`config.mk`:
```
export PLATFORM = sky130hd
export DESIGN_NAME = chan_corrector
export DESIGN_NICKNAME = d
export VERILOG_FILES = /design/src/rtl/lcc_pkg.sv /design/src/rtl/lcc_check.sv /design/src/rtl/lcc_syndrome.sv /design/src/rtl/lcc_rebuild.sv /design/src/rtl/chan_corrector.sv
export SDC_FILE = /design/constraint.sdc
export NUM_CORES = 1
export LEC_CHECK = 0
export BUFFER_PORTS_ARGS = -buffer_cell sky130_fd_sc_hd__clkbuf_2
export CORE_ASPECT_RATIO = 2
export CORE_MARGIN = 10
export CORE_UTILIZATION = 25
export DETAILED_ROUTE_END_ITERATION = 10
export PLACE_DENSITY = 0.43
export SYNTH_ARGS = -nofsm -noshare
export SYNTH_HDL_FRONTEND = slang
export SYNTH_SLANG_ARGS = --single-unit
```
`constraint.sdc`:
```
create_clock -name clk_i -period 0.8 [get_ports clk_i]
set_input_delay 0.08 -clock clk_i [delete_from_list [all_inputs] [get_ports clk_i]]
set_output_delay 0.08 -clock clk_i [all_outputs]
set_load 0.03 [all_outputs]
```
`src/rtl/lcc_pkg.sv`:
```
package lcc_pkg;
  typedef enum logic [2:0] {
    LOC_NONE = 3'd0,
    LOC_D0   = 3'd1,
    LOC_D1   = 3'd2,
    LOC_D2   = 3'd3,
    LOC_D3   = 3'd4,
    LOC_R0   = 3'd5,
    LOC_R1   = 3'd6,
    LOC_R2   = 3'd7
  } loc_e;

  localparam int unsigned NUM_DATA = 4;
  localparam int unsigned NUM_RED  = 3;
endpackage

```
`src/rtl/lcc_check.sv`:
```
module lcc_check #(
  parameter int unsigned DW  = 14,
  parameter int unsigned RW  = 16,
  parameter int unsigned TOL = 1,
  localparam int unsigned EW = RW + 2
) (
  input  logic signed [RW-1:0] ref_re_i,
  input  logic signed [RW-1:0] ref_im_i,
  input  logic signed [DW-1:0] a_re_i,
  input  logic signed [DW-1:0] a_im_i,
  input  logic signed [DW-1:0] b_re_i,
  input  logic signed [DW-1:0] b_im_i,
  input  logic signed [DW-1:0] c_re_i,
  input  logic signed [DW-1:0] c_im_i,
  output logic                 fail_o
);
  localparam logic signed [EW-1:0] TOL_P = EW'(TOL);
  localparam logic signed [EW-1:0] TOL_N = -TOL_P;

  logic signed [EW-1:0] diff_re, diff_im;
  logic signed [EW-1:0] r_re_x, r_im_x, a_re_x, a_im_x, b_re_x, b_im_x, c_re_x, c_im_x;

  always_comb begin
    r_re_x = ref_re_i; r_im_x = ref_im_i;
    a_re_x = a_re_i;   a_im_x = a_im_i;
    b_re_x = b_re_i;   b_im_x = b_im_i;
    c_re_x = c_re_i;   c_im_x = c_im_i;
    diff_re = r_re_x - a_re_x - b_re_x - c_re_x;
    diff_im = r_im_x - a_im_x - b_im_x - c_im_x;
    fail_o  = (diff_re > TOL_P) || (diff_re < TOL_N) ||
              (diff_im > TOL_P) || (diff_im < TOL_N);
  end
endmodule

```
`src/rtl/lcc_syndrome.sv`:
```
module lcc_syndrome
  import lcc_pkg::*;
(
  input  logic [2:0] fail_i,  // {C, B, A}
  output loc_e       loc_o
);
  always_comb begin
    unique case (fail_i)
      3'b111:  loc_o = LOC_D0;
      3'b011:  loc_o = LOC_D1;
      3'b101:  loc_o = LOC_D2;
      3'b110:  loc_o = LOC_D3;
      3'b001:  loc_o = LOC_R0;
      3'b010:  loc_o = LOC_R1;
      3'b100:  loc_o = LOC_R2;
      default: loc_o = LOC_NONE;
    endcase
  end
endmodule

```
`src/rtl/lcc_rebuild.sv`:
```
module lcc_rebuild #(
  parameter int unsigned DW = 14,
  parameter int unsigned RW = 16,
  localparam int unsigned EW = RW + 2
) (
  input  logic signed [RW-1:0] ref_i,
  input  logic signed [DW-1:0] a_i,
  input  logic signed [DW-1:0] b_i,
  output logic signed [DW-1:0] val_o
);
  localparam logic signed [EW-1:0] MAX_V = EW'((1 << (DW - 1)) - 1);
  localparam logic signed [EW-1:0] MIN_V = -MAX_V - EW'(1);

  logic signed [EW-1:0] r_x, a_x, b_x, raw;

  always_comb begin
    r_x = ref_i;
    a_x = a_i;
    b_x = b_i;
    raw = r_x - a_x - b_x;
    if (raw > MAX_V)      val_o = MAX_V[DW-1:0];
    else if (raw < MIN_V) val_o = MIN_V[DW-1:0];
    else                  val_o = raw[DW-1:0];
  end
endmodule

```
`src/rtl/chan_corrector.sv`:
```
module chan_corrector
  import lcc_pkg::*;
#(
  parameter int unsigned DW  = 14,
  parameter int unsigned RW  = 16,
  parameter int unsigned TOL = 1,
  localparam int unsigned ND = NUM_DATA,
  localparam int unsigned NR = NUM_RED
) (
  input  logic             clk_i,
  input  logic             rst_ni,
  input  logic             valid_i,
  input  logic [ND*DW-1:0] d_re_i,
  input  logic [ND*DW-1:0] d_im_i,
  input  logic [NR*RW-1:0] r_re_i,
  input  logic [NR*RW-1:0] r_im_i,
  output logic             valid_o,
  output logic [ND*DW-1:0] y_re_o,
  output logic [ND*DW-1:0] y_im_o,
  output logic [2:0]       err_loc_o
);
  logic signed [DW-1:0] d_re [ND];
  logic signed [DW-1:0] d_im [ND];
  logic signed [RW-1:0] r_re [NR];
  logic signed [RW-1:0] r_im [NR];
  logic signed [DW-1:0] rb_re [ND];
  logic signed [DW-1:0] rb_im [ND];
  logic [NR-1:0]        fail;
  loc_e                 loc;
  logic [ND*DW-1:0]     y_re_nxt, y_im_nxt;

  for (genvar k = 0; k < ND; k++) begin : g_dunpack
    assign d_re[k] = d_re_i[k*DW +: DW];
    assign d_im[k] = d_im_i[k*DW +: DW];
  end
  for (genvar j = 0; j < NR; j++) begin : g_runpack
    assign r_re[j] = r_re_i[j*RW +: RW];
    assign r_im[j] = r_im_i[j*RW +: RW];
  end

  // check j: red j vs d0 + d(b) + d(c); groups {0,1,2} {0,1,3} {0,2,3}
  for (genvar j = 0; j < NR; j++) begin : g_chk
    localparam int unsigned IB = (j == 2) ? 2 : 1;
    localparam int unsigned IC = (j == 0) ? 2 : 3;
    lcc_check #(.DW(DW), .RW(RW), .TOL(TOL)) u_check (
      .ref_re_i (r_re[j]),
      .ref_im_i (r_im[j]),
      .a_re_i   (d_re[0]),
      .a_im_i   (d_im[0]),
      .b_re_i   (d_re[IB]),
      .b_im_i   (d_im[IB]),
      .c_re_i   (d_re[IC]),
      .c_im_i   (d_im[IC]),
      .fail_o   (fail[j])
    );
  end

  lcc_syndrome u_syn (
    .fail_i (fail),
    .loc_o  (loc)
  );

  // rebuild k from red RI minus the other two members of its group
  for (genvar k = 0; k < ND; k++) begin : g_rb
    localparam int unsigned RI = (k == 3) ? 1 : 0;
    localparam int unsigned OA = (k == 0) ? 1 : 0;
    localparam int unsigned OB = (k >= 2) ? 1 : 2;
    lcc_rebuild #(.DW(DW), .RW(RW)) u_rb_re (
      .ref_i (r_re[RI]),
      .a_i   (d_re[OA]),
      .b_i   (d_re[OB]),
      .val_o (rb_re[k])
    );
    lcc_rebuild #(.DW(DW), .RW(RW)) u_rb_im (
      .ref_i (r_im[RI]),
      .a_i   (d_im[OA]),
      .b_i   (d_im[OB]),
      .val_o (rb_im[k])
    );
    always_comb begin
      if (loc == loc_e'(k + 1)) begin
        y_re_nxt[k*DW +: DW] = rb_re[k];
        y_im_nxt[k*DW +: DW] = rb_im[k];
      end else begin
        y_re_nxt[k*DW +: DW] = d_re[k];
        y_im_nxt[k*DW +: DW] = d_im[k];
      end
    end
  end

  always_ff @(posedge clk_i or negedge rst_ni) begin
    if (!rst_ni) begin
      valid_o   <= 1'b0;
      y_re_o    <= '0;
      y_im_o    <= '0;
      err_loc_o <= LOC_NONE;
    end else begin
      valid_o   <= valid_i;
      y_re_o    <= y_re_nxt;
      y_im_o    <= y_im_nxt;
      err_loc_o <= valid_i ? loc : LOC_NONE;
    end
  end
endmodule

```
### Yosys cells after proc, flatten, opt, wreduce, memory -nomap -nowiden

Cells that the tools add are included.

| operators by class | value |
|---|---|
| $add $sub $neg | 24 |
| magnitude comparators | 28 |
| equal/unequal tests | 11 |
| muxes and demuxes | 26 |
| reduce and logical (&&, ||, !) cells | 9 |

Operator list:

| cell | number |
|---|---|
| $mux W14 | 24 |
| $sub A17 B14 Y18 | 10 |
| $gt A18 B14 Y1 const B | 8 |
| $lt A18 B14 Y1 const B | 8 |
| $sub A16 B14 Y17 | 8 |
| $gt A18 B2 Y1 const B | 6 |
| $lt A18 B1 Y1 const B | 6 |
| $sub A18 B14 Y18 | 6 |
| $pmux W3 S7 | 1 |
| $eq A3 B3 Y1 const B | 5 |
| $eq A3 B2 Y1 const B | 4 |
| $logic_or A1 B1 Y1 | 9 |
| $eq A3 B1 Y1 const B | 2 |
| $mux W3 | 1 |

| storage, ports and cells | value |
|---|---|
| bits in registers | 116 |
| input port bits | 211 |
| output and inout bits | 116 |
| logic and storage cells | 102 |

### Logic depth before layout (Yosys ltp)

| logic depth | value |
|---|---|
| word-level depth | 11 |
| mapped depth | 35 |
| mapped depth without buffers | 33 |

### Hierarchy

Synthesis repeated with hierarchy kept, for this count alone.

| second synthesis, totals | value |
|---|---|
| cells, all modules | 3,608 |
| area, all modules | 30,091.4 µm² |

Modules (own cells, without submodules):

| module | times used | cells an instance | area each (µm²) |
|---|---|---|---|
| lcc_rebuild at g_rb[0].u_rb_im ... | 4 | 232 | 1,775.5 |
| chan_corrector | 1 | 247 | 4,717.0 |
| lcc_check at g_chk[0].u_check | 1 | 522 | 3,902.5 |
| lcc_check at g_chk[2].u_check | 1 | 518 | 3,807.4 |
| lcc_check at g_chk[1].u_check | 1 | 501 | 3,708.6 |
| lcc_rebuild at g_rb[2].u_rb_re ... | 2 | 228 | 1,736.7 |
| lcc_rebuild at g_rb[3].u_rb_re | 1 | 222 | 1,775.5 |
| lcc_rebuild at g_rb[2].u_rb_im | 1 | 209 | 1,569.0 |
| lcc_syndrome | 1 | 5 | 36.3 |

### Worst setup path before layout

OpenSTA, ideal clock, no wires.

| timing path | value |
|---|---|
| path type | input-to-reg |
| start | input r_re_i[0] |
| end | register y_im_o[49] |
| library setup time | 125 ps |
| data arrival time | 6,416 ps |
| required time | 675 ps |
| path slack | -5,741 ps |
| cell stages on the path | 32 |
| buffers on the path | 1 |
| cell sequence | inv_1 -> ha_1 -> fa_1 -> nor2b_1 -> o21ai_0 -> a21boi_0 -> o21ai_0 -> a21boi_0 -> o21ai_0 -> a21boi_0 -> o21ai_0 -> a21boi_0 -> a21oi_1 -> ha_1 -> o21ai_0 -> o21ba_2 -> xor2_1 -> inv_1 -> ha_1 -> nand3_1 -> o221ai_1 -> o22ai_1 -> o21ba_2 -> xor2_1 -> or4b_1 -> nor4b_1 -> nand3_1 -> nor4_1 -> o22ai_2 -> nor3_4 -> buf_6 -> mux2_4 |

| between the ends | value |
|---|---|
| cells in the longest elaborated chain, start to end | 11 |

RTL lines:

| what | line | text |
|---|---|---|
| from (decl) | chan_corrector.sv:15 | `input logic [NR*RW-1:0] r_re_i,` |
| $sub A16 B14 Y17 (*) | lcc_check.sv:28 | `diff_re = r_re_x - a_re_x - b_re_x - c_re_x;` |
| $sub A17 B14 Y18 (*) | lcc_check.sv:28 |  |
| $sub A18 B14 Y18 (*) | lcc_check.sv:28 |  |
| $gt A18 B2 Y1 / $lt A18 B1 Y1 (equally long branches) | lcc_check.sv:30 | `fail_o = (diff_re > TOL_P) \|\| (diff_re < TOL_N) \|\|` |
| $logic_or A1 B1 Y1 (*) (2 in series) | lcc_check.sv:30 |  |
| $logic_or A1 B1 Y1 (*) | lcc_check.sv:31 | `(diff_im > TOL_P) \|\| (diff_im < TOL_N);` |
| $eq A3 B3 Y1 (tied with other cells) | lcc_syndrome.sv:8 | `unique case (fail_i)` |
| $pmux W3 S7 (*) | lcc_syndrome.sv:8 |  |
| $eq A3 B3 Y1 (*) | chan_corrector.sv:81 | `if (loc == loc_e'(k + 1)) begin` |
| $mux W14 (*) | chan_corrector.sv:81 |  |
| named net y_im_nxt[49] | chan_corrector.sv:30 | `logic [ND*DW-1:0] y_re_nxt, y_im_nxt;` |
| to (signal assigned) | chan_corrector.sv:100 | `y_im_o <= y_im_nxt;` |
| to (decl) | chan_corrector.sv:19 | `output logic [ND*DW-1:0] y_im_o,` |

The timed path passes the listed nets; every way through them passes the cells marked *.

### Final worst setup path

| timing path | value |
|---|---|
| start | input d_im_i[2] |
| end | register y_re_o[55] |

| between the ends | value |
|---|---|
| cells in the longest elaborated chain, start to end | 10 |

RTL lines:

| what | line | text |
|---|---|---|
| from (decl) | chan_corrector.sv:14 | `input logic [ND*DW-1:0] d_im_i,` |
| $sub A16 B14 Y17 | lcc_check.sv:29 | `diff_im = r_im_x - a_im_x - b_im_x - c_im_x;` |
| $sub A17 B14 Y18 | lcc_check.sv:29 |  |
| $sub A18 B14 Y18 | lcc_check.sv:29 |  |
| $gt A18 B2 Y1 | lcc_check.sv:31 |  |
| $logic_or A1 B1 Y1 | lcc_check.sv:30 |  |
| $logic_or A1 B1 Y1 | lcc_check.sv:31 |  |
| $eq A3 B3 Y1 (tied with other cells) | lcc_syndrome.sv:8 |  |
| $pmux W3 S7 (*) | lcc_syndrome.sv:8 |  |
| $eq A3 B3 Y1 (*) | chan_corrector.sv:81 |  |
| $mux W14 (*) | chan_corrector.sv:81 |  |
| named net y_re_nxt[55] | chan_corrector.sv:30 |  |
| to (signal assigned) | chan_corrector.sv:99 | `y_re_o <= y_re_nxt;` |
| to (decl) | chan_corrector.sv:18 | `output logic [ND*DW-1:0] y_re_o,` |

Marks and branches as above.

==> run_summary.xml <==
<?xml version="1.0" encoding="UTF-8"?>
<metrics>
  <group name="clock_network">
    <metric name="cts_tree" unit="">built</metric>
    <metric name="numCtsBuffers" unit="">17</metric>
    <metric name="ctsLongestPathBuffers" unit="">2</metric>
    <metric name="clock_tree.htree_level_count" unit="">4</metric>
    <metric name="cts.sinks" unit="">116</metric>
    <metric name="root_buffer" unit="">clkbuf_16</metric>
    <metric name="cts.reportedPaths.clkPinSlew" unit="ns">0.07</metric>
  </group>
  <group name="global_route">
    <metric name="global_route_wire_length_before_repair" unit="um">156000</metric>
    <metric name="maximum_number_of_pins_on_one_net_before_global_route_repair" unit="">18</metric>
    <metric name="antenna_violations_before_repair" unit="">6</metric>
    <metric name="tot_gr_track_use" unit="%">21.5</metric>
    <metric name="globalRoute.totalOverflow" unit="">0</metric>
    <metric name="grt_pass1_vias" unit="">26700</metric>
  </group>
  <group name="place">
    <metric name="place.detailed.hpwl" unit="um">93400</metric>
    <metric name="placed_instance_count" unit="">4857</metric>
    <metric name="gp_congestion" unit="">0.939</metric>
    <metric name="dpl-instance-area" unit="um2">32000</metric>
    <metric name="buffer_ports.inserted" unit="">326</metric>
    <metric name="dp_slack" unit="ns">-6.00</metric>
  </group>
  <group name="final_layout">
    <metric name="final_net_count" unit="">4518</metric>
    <metric name="final_design_area_no_fill" unit="um2">35600</metric>
    <metric name="post_route_cells_drive_above_1_share" unit="%">41.0</metric>
    <metric name="mostFrequentLayoutCells" unit="">976 x buf_4, 264 x ha_1, 230 x inv_1</metric>
    <metric name="final_common_cell" unit="">buf_4</metric>
    <metric name="syn2layout_area_growth" unit="%">67.2</metric>
    <metric name="multi_input_comb_area" unit="um2">18200</metric>
    <metric name="finalNonFillerCells" unit="">4982</metric>
    <metric name="fillcell_total" unit="">8659</metric>
    <metric name="register_area" unit="um2">2910</metric>
  </group>
  <group name="die">
    <metric name="die_area" unit="um2">97800</metric>
    <metric name="initial_core_util" unit="%">25.1</metric>
    <metric name="io-pin-count" unit="">327</metric>
    <metric name="chipHeight" unit="um">432</metric>
    <metric name="placement_rows" unit="">151</metric>
    <metric name="design.core.area" unit="um2">84600</metric>
    <metric name="dieWidth" unit="um">226</metric>
  </group>
  <group name="run_status">
    <metric name="violations" unit="">negative setup slack</metric>
    <metric name="status" unit="">finished, violations left</metric>
  </group>
  <group name="logic_synthesis">
    <metric name="count_of_unique_library_cells_instantiated_by_yosys" unit="">100</metric>
    <metric name="post_synthesis_instance_area" unit="um2">21300</metric>
    <metric name="postSynth.topFlopCell" unit="">dfrtp_1</metric>
    <metric name="syn-num-nets" unit="">3139</metric>
    <metric name="avgSynthCellArea" unit="um2">8.45</metric>
    <metric name="synth_warnings" unit="">0</metric>
    <metric name="fraction_of_the_yosys_area_taken_by_sequential_cells" unit="%">13.6</metric>
    <metric name="synthArstFlopShare" unit="%">100</metric>
    <metric name="synthesis.instances" unit="">2518</metric>
    <metric name="ff_latch_count_synth" unit="">116</metric>
    <metric name="synth_enable_flop_cells" unit="">0</metric>
  </group>
  <group name="sta">
    <metric name="hold_slack" unit="ns">0.00265</metric>
    <metric name="max-slew-margin-rel" unit="%">32.0</metric>
    <metric name="setup_viol" unit="">231</metric>
    <metric name="final-max-slew-violation-count" unit="">0</metric>
    <metric name="rsz_0062_raised_after_global_routing" unit="">yes</metric>
    <metric name="period_minus_ws_final" unit="ns">5.99</metric>
    <metric name="max_clock_freq" unit="MHz">167</metric>
    <metric name="hold_viol_final" unit="">0</metric>
    <metric name="postLayoutSetupSlackWorst" unit="ns">-5.19</metric>
    <metric name="final.period_utilization" unit="%">749</metric>
    <metric name="timing.setup.tns" unit="ns">-621.05</metric>
    <metric name="tightest_slew" unit="ns">0.995</metric>
  </group>
  <group name="worst_setup_path">
    <metric name="worst_path_largest_cell_delay" unit="ns">0.29</metric>
    <metric name="crit_path_max_fanout" unit="">5</metric>
    <metric name="most_common_cell_type_on_the_critical_path" unit="">a21o_1</metric>
    <metric name="critPathCaptureType" unit="">flop</metric>
    <metric name="startpoint_type" unit="">input pin</metric>
    <metric name="timing.critical_path.required" unit="ns">1.17</metric>
    <metric name="worst-endpoint-arrival" unit="ns">6.36</metric>
    <metric name="slowest_stage" unit="">ha_1</metric>
    <metric name="crit_path_start" unit="">d_im_i[2]</metric>
    <metric name="setup.worst_path.class" unit="">input pin to flop</metric>
  </group>
  <group name="route">
    <metric name="detail_route.wl_per_cell" unit="um">21.3</metric>
    <metric name="drc" unit="">0</metric>
    <metric name="vias" unit="">24300</metric>
    <metric name="firstDrtPassIters" unit="">5</metric>
    <metric name="drt_wl_total" unit="um">106000</metric>
    <metric name="drt_initial_violations" unit="">963</metric>
    <metric name="post_drt_via_cell_ratio" unit="">4.87</metric>
    <metric name="post_detailed_route_count_of_antenna_violating_nets" unit="">0</metric>
  </group>
  <group name="min_path">
    <metric name="holdCritPathClass" unit="">input pin to flop</metric>
    <metric name="hold_start" unit="">d_im_i[41]</metric>
  </group>
  <group name="pwr">
    <metric name="static-leakage-power" unit="nW">17.6</metric>
    <metric name="ir_drop" unit="mV">1.24</metric>
    <metric name="power_density" unit="nW/um2">2660</metric>
  </group>
  <group name="run">
    <metric name="max_cap_viol_count" unit="">0</metric>
  </group>
</metrics>
==> cell families (layout without fill, tap and decap cells) <==
| logic type | Yosys count | count (layout) | synth area share [%] |
|---|---|---|---|
| other cells | 0 | 1 | 0 |
| xor+xnor | 198 | 198 | 8.19 |
| flops | 116 | 116 | 13.6 |
| fa+ha+maj | 410 | 410 | 28.9 |
| buf+inv | 278 | 1670 | 5.27 |
| simple gates | 686 | 686 | 16.9 |
| mux | 102 | 102 | 5.07 |
| compound gates | 728 | 728 | 22.1 |
==> synthesized netlist by cell type (22+ instances only) <==
cell type	instances	area [um2]
xor2_1	68	596
fa_1	134	2680
clkbuf_1	32	120
dfrtp_1	116	2900
ha_1	276	3450
a21o_1	51	383
a21oi_1	230	1150
a31oi_1	25	156
a211oi_1	27	203
nor2b_1	38	238
nand2b_1	34	213
o21ai_0	131	656
xnor2_1	129	1130
nor2_1	166	623
o21a_1	49	368
inv_1	234	878
nand2_1	126	473
nor3_1	84	420
mux2_1	22	248
nand3_1	49	245
mux2i_1	74	741
nand4_1	32	200
==> report_power, final <==
part | switching (mW) | total [mW] | internal [mW]
Combinational | 39.5 | 79.1 | 39.6
Sequential | 0.811 | 7.56 | 6.75
Clock | 3.81 | 7.93 | 4.11
==> registers in the layout (all words and copies together) (netlist names) <==
register	count
err_loc_o	3
valid_o	1
y_re_o	56
y_im_o	56
==> repair_timing <==
item / CTS / global route
gates resized for setup: 366 / 186
pin swaps: 73 / 51
endpoints found under the hold margin: 158 / 4
setup buffers: 34 / 16
endpoints found under the setup margin: 231 / 235
hold buffers: 41 / 1
gates cloned: 7 / 0
==> cell type report <==
class / count / share of cell area [%]
Clock inverter: 14 / 0.331
Sequential cell: 116 / 8.19
Timing Repair Buffer: 1403 / 32.8
Antenna cell: 1 / 0.00704
Multi-Input combinational cell: 2124 / 51.1
Clock buffer: 18 / 1.23
Tap cell: 1071 / 3.77
Inverter: 235 / 2.54
==> worst max-delay path: cells and delay by family <==
kind	cells	cell delay, ns
buffers and inverters	7	0.90
xor gates and xnor gates	4	0.61
muxes	1	0.28
AOI/OAI and AO/OA	16	2.68
adders and majority gates	3	0.81
and+or+nand+nor	6	0.99
==> worst paths after layout <==
check | slack (ns) | endpoint | cells after the start
max | -5.19 | y_re_o[55]$_DFF_PN0_ | 37
min | 0.003 | y_im_o[41]$_DFF_PN0_ | 4
max in group asynchronous | 0.04 | y_im_o[14]$_DFF_PN0_ | 3
min in group asynchronous | 0.11 | y_im_o[15]$_DFF_PN0_ | 3
==> layer usage <==
metal / vias to the layer above / global-route usage (%) / wire length, um
met2: 566 / 43.7 / 59700
li1: 11900 / - / -
met3: 155 / 3.42 / 4470
met5: - / 0 / 38
met4: 6 / 10.5 / 5570
met1: 11600 / 19.9 / 36400
==> through the flow <==
step                      total power, mW  util, %
final                                94.6     42.0
after global placement               81.8     37.9
after global routing                  102     42.0
after CTS                            93.5     41.4
after floorplan                      46.0        -
after detailed placement             81.8     37.9
Power figures use the tool's default switching activity.
